File: src/rtl/pal_pkg.sv
// Package: shared state and load-mode encodings for the palette loader.
// Assumes: load-mode values are fixed by the control field layout.
package pal_pkg;

    typedef enum logic [1:0] {
        LM_BOTH  = 2'b00,
        LM_PAL   = 2'b01,
        LM_FRAME = 2'b10,
        LM_NONE  = 2'b11
    } load_mode_e;

    typedef enum logic [2:0] {
        PS_IDLE,
        PS_PAL,
        PS_FRAME,
        PS_DRAIN,
        PS_HALT
    } pal_state_e;

    localparam int unsigned CODE_W    = 4;
    localparam int unsigned CODE_MAXOK = 4;

endpackage

File: src/rtl/pal_hdr_decode.sv
// Module: pal_hdr_decode
// Turns a depth code into its legality, the number of palette entries it
// implies and the index mask used for lookup.
// Assumes: IDX_W >= 4 and SMALL_ENTRIES is a power of two <= 2**IDX_W.
module pal_hdr_decode #(
    parameter int unsigned IDX_W         = 8,
    parameter int unsigned SMALL_ENTRIES = 16,
    parameter int unsigned CNT_W         = 9
) (
    input  logic [pal_pkg::CODE_W-1:0] code,
    output logic                       code_ok,
    output logic [CNT_W-1:0]           entry_cnt,
    output logic [IDX_W-1:0]           idx_mask
);
    localparam int unsigned FULL_ENTRIES = 1 << IDX_W;
    localparam int unsigned SMALL_BITS   = $clog2(SMALL_ENTRIES);
    localparam int unsigned BW           = $clog2(IDX_W + 1);

    logic [BW-1:0]  bits;
    logic [IDX_W:0] span;

    // Map the depth code to index width and palette length.
    always_comb begin
        code_ok   = 1'b1;
        entry_cnt = CNT_W'(FULL_ENTRIES);
        case (code)
            4'd0:    bits = BW'(1);
            4'd1:    bits = BW'(2);
            4'd2:    bits = BW'(4);
            4'd3:    bits = BW'(IDX_W);
            4'd4: begin
                bits      = BW'(SMALL_BITS);
                entry_cnt = CNT_W'(SMALL_ENTRIES);
            end
            default: begin
                bits    = BW'(IDX_W);
                code_ok = 1'b0;
            end
        endcase
        span     = ((IDX_W + 1)'(1) << bits) - (IDX_W + 1)'(1);
        idx_mask = span[IDX_W-1:0];
    end

endmodule

File: src/rtl/pal_table.sv
// Module: pal_table
// Colour storage with one write port and one registered read port.
// Assumes: a read and a write of the same entry in one cycle returns the
// old contents; the table is cleared by reset.
module pal_table #(
    parameter int unsigned IDX_W   = 8,
    parameter int unsigned ENTRY_W = 12
) (
    input  logic               clk,
    input  logic               rst_n,
    input  logic               wr_en,
    input  logic [IDX_W-1:0]   wr_addr,
    input  logic [ENTRY_W-1:0] wr_data,
    input  logic               rd_en,
    input  logic [IDX_W-1:0]   rd_addr,
    output logic               rd_valid,
    output logic [ENTRY_W-1:0] rd_data
);
    localparam int unsigned DEPTH = 1 << IDX_W;

    logic [ENTRY_W-1:0] mem [DEPTH];

    // Storage: cleared on reset, written by the loader.
    always_ff @(posedge clk) begin
        if (!rst_n) begin
            for (int i = 0; i < DEPTH; i++) mem[i] <= '0;
        end else if (wr_en) begin
            mem[wr_addr] <= wr_data;
        end
    end

    // Registered read port: one cycle of latency.
    always_ff @(posedge clk) begin
        if (!rst_n) begin
            rd_valid <= 1'b0;
            rd_data  <= '0;
        end else begin
            rd_valid <= rd_en;
            if (rd_en) rd_data <= mem[rd_addr];
        end
    end

    a_r10_read_follows: assert property (@(posedge clk) disable iff (!rst_n)
        rd_en |=> rd_valid);

endmodule

File: src/rtl/pal_load_fsm.sv
// Module: pal_load_fsm
// Session sequencer: captures the load mode, counts palette words, drives
// the table write port, and keeps the loaded flag, error flag and depth code.
// Assumes: acc is the accepted-word strobe formed at the top level.
module pal_load_fsm
    import pal_pkg::*;
#(
    parameter int unsigned DATA_W  = 16,
    parameter int unsigned ENTRY_W = 12,
    parameter int unsigned IDX_W   = 8,
    parameter int unsigned CNT_W   = 9
) (
    input  logic               clk,
    input  logic               rst_n,
    input  logic               enable,
    input  logic [1:0]         mode,
    input  logic               flag_clr,
    input  logic               acc,
    input  logic [DATA_W-1:0]  word,
    input  logic               hdr_ok,
    input  logic [CNT_W-1:0]   hdr_cnt,
    output pal_state_e         state,
    output logic               loaded,
    output logic               err,
    output logic [CODE_W-1:0]  depth_code,
    output logic               wr_en,
    output logic [IDX_W-1:0]   wr_addr,
    output logic [ENTRY_W-1:0] wr_data
);
    load_mode_e       mode_q;
    logic [CNT_W-1:0] cnt;
    logic [CNT_W-1:0] need;
    logic             is_hdr;
    logic             last_word;
    logic             set_loaded;

    // Decode the current word's role in the palette.
    always_comb begin
        is_hdr     = (cnt == '0);
        last_word  = !is_hdr && (cnt == need - CNT_W'(1));
        wr_en      = (state == PS_PAL) && acc && (!is_hdr || hdr_ok);
        wr_addr    = cnt[IDX_W-1:0];
        wr_data    = word[ENTRY_W-1:0];
        set_loaded = (state == PS_PAL) && acc && last_word;
    end

    // Session state, word counter and captured mode.
    always_ff @(posedge clk) begin
        if (!rst_n) begin
            state  <= PS_IDLE;
            mode_q <= LM_BOTH;
            cnt    <= '0;
            need   <= '0;
        end else if (!enable) begin
            state <= PS_IDLE;
            cnt   <= '0;
        end else begin
            case (state)
                PS_IDLE: begin
                    mode_q <= load_mode_e'(mode);
                    cnt    <= '0;
                    case (load_mode_e'(mode))
                        LM_FRAME: state <= PS_FRAME;
                        LM_NONE:  state <= PS_DRAIN;
                        default:  state <= PS_PAL;
                    endcase
                end
                PS_PAL: begin
                    if (acc) begin
                        if (is_hdr) begin
                            if (!hdr_ok) begin
                                state <= PS_HALT;
                            end else begin
                                need <= hdr_cnt;
                                cnt  <= CNT_W'(1);
                            end
                        end else begin
                            cnt <= cnt + CNT_W'(1);
                            if (last_word)
                                state <= (mode_q == LM_BOTH) ? PS_FRAME : PS_DRAIN;
                        end
                    end
                end
                default: state <= state;
            endcase
        end
    end

    // Depth code kept from the last legal header.
    always_ff @(posedge clk) begin
        if (!rst_n)
            depth_code <= CODE_W'(3);
        else if (enable && state == PS_PAL && acc && is_hdr && hdr_ok)
            depth_code <= word[DATA_W-1 -: CODE_W];
    end

    // Loaded and error flags with their set and clear rules.
    always_ff @(posedge clk) begin
        if (!rst_n || !enable) begin
            loaded <= 1'b0;
            err    <= 1'b0;
        end else begin
            if (set_loaded)
                loaded <= 1'b1;
            else if (flag_clr && mode_q == LM_PAL)
                loaded <= 1'b0;
            if (state == PS_PAL && acc && is_hdr && !hdr_ok)
                err <= 1'b1;
        end
    end

    a_r5_loaded_from_accept: assert property (@(posedge clk) disable iff (!rst_n)
        $rose(loaded) |-> $past(acc));
    a_r8_disable_clears: assert property (@(posedge clk) disable iff (!rst_n)
        !enable |=> (!loaded && !err));
    a_r9_err_sticky: assert property (@(posedge clk) disable iff (!rst_n)
        (err && enable) |=> (err && !loaded));

endmodule

File: src/rtl/pal_stream_loader.sv
// Module: pal_stream_loader (top)
// Joins the word stream to the loader, the forwarding path and the lookup
// table, and masks pixel indices to the stored depth.
// Assumes: the forwarding path is combinational (no added latency).
module pal_stream_loader
    import pal_pkg::*;
#(
    parameter int unsigned DATA_W        = 16,
    parameter int unsigned ENTRY_W       = 12,
    parameter int unsigned IDX_W         = 8,
    parameter int unsigned SMALL_ENTRIES = 16
) (
    input  logic               clk,
    input  logic               rst_n,
    input  logic               ctrl_enable,
    input  logic [1:0]         ctrl_mode,
    input  logic               irq_en,
    input  logic               flag_clr,
    input  logic               s_valid,
    output logic               s_ready,
    input  logic [DATA_W-1:0]  s_data,
    output logic               m_valid,
    input  logic               m_ready,
    output logic [DATA_W-1:0]  m_data,
    input  logic               pix_valid,
    input  logic [IDX_W-1:0]   pix_index,
    output logic               col_valid,
    output logic [ENTRY_W-1:0] col_rgb,
    output logic               pal_loaded,
    output logic               pal_irq,
    output logic               hdr_err
);
    localparam int unsigned CNT_W = $clog2((1 << IDX_W) + 1);

    pal_state_e         st;
    logic               acc;
    logic               hdr_ok;
    logic [CNT_W-1:0]   hdr_cnt;
    logic [IDX_W-1:0]   hdr_mask_unused;
    logic [CODE_W-1:0]  depth_code;
    logic               cur_ok_unused;
    logic [CNT_W-1:0]   cur_cnt_unused;
    logic [IDX_W-1:0]   cur_mask;
    logic               tbl_wr;
    logic [IDX_W-1:0]   tbl_waddr;
    logic [ENTRY_W-1:0] tbl_wdata;

    // Handshake and forwarding for the input stream.
    always_comb begin
        if (!ctrl_enable)
            s_ready = 1'b0;
        else if (st == PS_FRAME)
            s_ready = m_ready;
        else
            s_ready = (st != PS_IDLE);
        m_valid = ctrl_enable && (st == PS_FRAME) && s_valid;
        m_data  = s_data;
        acc     = s_valid && s_ready;
        pal_irq = pal_loaded && irq_en;
    end

    pal_hdr_decode #(.IDX_W(IDX_W), .SMALL_ENTRIES(SMALL_ENTRIES), .CNT_W(CNT_W)) u_hdr (
        .code      (s_data[DATA_W-1 -: CODE_W]),
        .code_ok   (hdr_ok),
        .entry_cnt (hdr_cnt),
        .idx_mask  (hdr_mask_unused)
    );

    pal_hdr_decode #(.IDX_W(IDX_W), .SMALL_ENTRIES(SMALL_ENTRIES), .CNT_W(CNT_W)) u_cur (
        .code      (depth_code),
        .code_ok   (cur_ok_unused),
        .entry_cnt (cur_cnt_unused),
        .idx_mask  (cur_mask)
    );

    pal_load_fsm #(.DATA_W(DATA_W), .ENTRY_W(ENTRY_W), .IDX_W(IDX_W), .CNT_W(CNT_W)) u_fsm (
        .clk        (clk),
        .rst_n      (rst_n),
        .enable     (ctrl_enable),
        .mode       (ctrl_mode),
        .flag_clr   (flag_clr),
        .acc        (acc),
        .word       (s_data),
        .hdr_ok     (hdr_ok),
        .hdr_cnt    (hdr_cnt),
        .state      (st),
        .loaded     (pal_loaded),
        .err        (hdr_err),
        .depth_code (depth_code),
        .wr_en      (tbl_wr),
        .wr_addr    (tbl_waddr),
        .wr_data    (tbl_wdata)
    );

    pal_table #(.IDX_W(IDX_W), .ENTRY_W(ENTRY_W)) u_tbl (
        .clk      (clk),
        .rst_n    (rst_n),
        .wr_en    (tbl_wr),
        .wr_addr  (tbl_waddr),
        .wr_data  (tbl_wdata),
        .rd_en    (pix_valid),
        .rd_addr  (pix_index & cur_mask),
        .rd_valid (col_valid),
        .rd_data  (col_rgb)
    );

    a_r11_idle_not_ready: assert property (@(posedge clk) disable iff (!rst_n)
        !ctrl_enable |-> (!s_ready && !m_valid));
    a_r6_drain_no_write: assert property (@(posedge clk) disable iff (!rst_n)
        (st == PS_DRAIN) |-> !tbl_wr);
    a_r7_forward_no_write: assert property (@(posedge clk) disable iff (!rst_n)
        m_valid |-> !tbl_wr);
    a_r9_err_no_forward: assert property (@(posedge clk) disable iff (!rst_n)
        hdr_err |-> !m_valid);

endmodule

File: config.mk
export PLATFORM = sky130hd
export DESIGN_NAME = pal_stream_loader
export DESIGN_NICKNAME = d
export VERILOG_FILES = /design/src/rtl/pal_pkg.sv /design/src/rtl/pal_hdr_decode.sv /design/src/rtl/pal_table.sv /design/src/rtl/pal_load_fsm.sv /design/src/rtl/pal_stream_loader.sv
export SDC_FILE = /design/constraint.sdc
export NUM_CORES = 2
export LEC_CHECK = 0
export BUFFER_PORTS_ARGS = -buffer_cell sky130_fd_sc_hd__buf_2
export CAP_MARGIN = 5
export CORE_ASPECT_RATIO = 2
export CORE_MARGIN = 1.5
export CORE_UTILIZATION = 40
export CTS_CLUSTER_DIAMETER = 80
export DETAILED_ROUTE_END_ITERATION = 12
export PLACE_DENSITY = 0.63
export SLEW_MARGIN = 10
export SYNTH_ARGS = -nofsm -noshare
export SYNTH_HDL_FRONTEND = slang
export SYNTH_HIERARCHICAL = 1
export SYNTH_SLANG_ARGS = --single-unit
File: constraint.sdc
create_clock -name clk -period 3.9 [get_ports clk]
set_input_delay 0.195 -clock clk [delete_from_list [all_inputs] [get_ports clk]]
set_output_delay 0.195 -clock clk [all_outputs]
set_load 0.03 [all_outputs]
==> results.yml <==
cells_and_area:
  nets: 10100
  num-fill-cells: 31300
  final_cell_mix: "and2_1 (3081), edfxtp_1 (3072), buf_4 (730), mux4_2 (626), mux2i_1 (342)"
  drive_gt1_share_pct: 21.5
  area_delta_synth_final_pct: 13.7
  fin_util_pct: 45.7
  final_common_cell: "and2_1"
clocking:
  clk-insertion-delay-late_ps: 960
  cts_buffer_depth: 4
  clock-sinks: 3114
  cts_tree: "built"
  root_buffer: "clkbuf_16"
  cts_buffers: 278
  htree_levels: 5
  clk_pin_slew_worst_paths_ps: 70
global_route:
  gr-usage-all-layers_pct: 26.7
  grt_max_degree: 135
  grt-ovfl-total: 0
  grt_pass1_vias: 89700
  grt_pass1_wl_um: 687000
  antenna_found_initial: 31
job:
  drv_cap: 0
die:
  ioPinCount: 68
  die_area_sq_um: 366000
  num_rows: 312
  start_util_pct: 40.2
  die_x_um: 429
  core_sq_um: 361000
  die_y_um: 854
pwr:
  leakagePower_nw: 56.2
  pwr-share-comb_pct: 9.1
  seqPwrFrac_pct: 52.7
  swShare_pct: 23.7
  pwr-share-clk_pct: 38.2
  p_int_mw: 56.1
  powerDensity_nw_per_um2: 446
  switchingPower_mw: 17.4
  vdd_ir_drop_max_mv: 0.452
timing:
  rsz0062_at_grt: "true"
  skew_ps: 66.7
  tightest_slew_ps: 1240
  setup_ws_ps: -129
  max_slew_margin_pct: 16.9
  setup_violations: 8
  post-route-period-util_pct: 103
  fin_crit_ps: 4030
  fmax_mhz: 248
  final_max_slew_viol_count: 0
  fin_hold_ws_ps: -23.6
  hold_viol: 17
detailed_routing:
  viasPerCell: 5.84
  wirelength_um: 496000
  drc: 0
  vias: 87500
  drt_first_pass_iters: 8
  drt.antenna.violating_nets: 0
  drt-wirelength-per-cell_um: 33.1
  drt_iter0_drc: 9139
worst_setup_path:
  cp-startpoint: "u_fsm/depth_code[2]"
  cp_max_fo: 10
  worstSetupEndpointType: "flip-flop"
  worstSetupPathType: "reg -> reg"
  cp.arrival_ps: 4880
  r2r_cells: 12
  worstReg2RegStart: "u_fsm/depth_code[2]"
  required_ps: 4750
  cp-start-kind: "flip-flop"
placement:
  gp_congestion: 1.05
  port_buffers: 67
  post-dp-hpwl_um: 345000
min_path:
  holdPathStages: 2
  min_from: "s_data[2]"
  hp-class: "in -> reg"
logic_synthesis:
  yosys_warnings: 6
  syn_area_sq_um: 145000
  avgSynthCellArea_sq_um: 14.7
  syn_inst: 9872
status:
  status: "complete, but fails checks"
  violations: "negative hold slack, negative setup slack"
## what timing repair did
| item | in CTS | in global routing |
|---|---|---|
| endpoints found under the hold margin | 145 | 0 |
| buffers inserted | 12 | 4 |
| resized for setup | 134 | 126 |
| pin swaps | 19 | 18 |
| hold buffers | 25 | 0 |
| setup endpoints to repair | 60 | 650 |
| cloned | 6 | 3 |
## flip-flops by register name, summed over array words and instances (netlist names)
name / count
u_fsm/cnt: 9
u_fsm/depth_code: 4
u_fsm/err: 1
u_fsm/loaded: 1
u_fsm/mode_q: 2
u_fsm/need: 9
u_fsm/state: 3
u_tbl/mem: 3072
u_tbl/rd_data: 12
u_tbl/rd_valid: 1
## worst max-delay path, cell delays in order (launching register included)
cell	delay [ps]
dfxtp_2	320
or4_4	540
ha_4	280
inv_2	30
and2_4	240
buf_6	180
buf_12	150
clkbuf_16	200
mux4_2	390
mux4_2	520
o22ai_4	540
nor4_4	140
a221o_1	290
## stage by stage
stage / cell area, sq um / setup slack (ps) / power (mW) / setup TNS (ps) / instances
finish: 165000 / -129 / 73.5 / -517 / 15000
floorplan: 145000 / 229 / 42.5 / 0 / 9879
CTS: 164000 / -90.9 / 73.6 / -90.9 / 15000
global route: 165000 / -74.4 / 75.1 / -219 / 15000
detailed placement: 154000 / -779 / 45.8 / -5330 / 14500
global placement: 154000 / -1110 / 45.6 / -7540 / 14400
## power by group through the flow
stage | Clock, mW | Sequential (mW) | Combinational, mW
after global placement | 0 | 39.4 | 6.28
after floorplan | 0 | 39.3 | 3.24
after CTS | 28.4 | 38.8 | 6.49
final | 28.1 | 38.8 | 6.70
after global routing | 29.4 | 38.9 | 6.76
after detailed placement | 0 | 39.5 | 6.32
## final timing paths
check / to / slack [ps]
worst max-delay path: u_tbl/rd_data[11] / -130
worst min-delay path: u_tbl/mem[222][2] / -20
worst max register to register: u_tbl/rd_data[11] / -130
worst min register to register: u_fsm/err / 490
## final cells by class
| cell class | instances | area (sq um) | area share, % |
|---|---|---|---|
| Antenna cell | 18 | 45.0 | 0.0273 |
| Clock buffer | 335 | 7420 | 4.50 |
| Clock inverter | 138 | 1450 | 0.879 |
| Inverter | 10 | 45.0 | 0.0273 |
| Multi-Input combinational cell | 5698 | 47900 | 29.0 |
| Sequential cell | 3114 | 93100 | 56.5 |
| Tap cell | 4710 | 5890 | 3.57 |
| Timing Repair Buffer | 965 | 9060 | 5.49 |
## layer usage
layer / part of all wire [%] / up-vias / GRT usage [%]
li1: - / 36500 / -
met1: 29 / 45100 / 25.4
met2: 51 / 4330 / 46.8
met3: 6.5 / 1565 / 4.22
met4: 13 / 18 / 29.5
met5: 0.023 / - / 0
(Power assumes the default switching activity.)
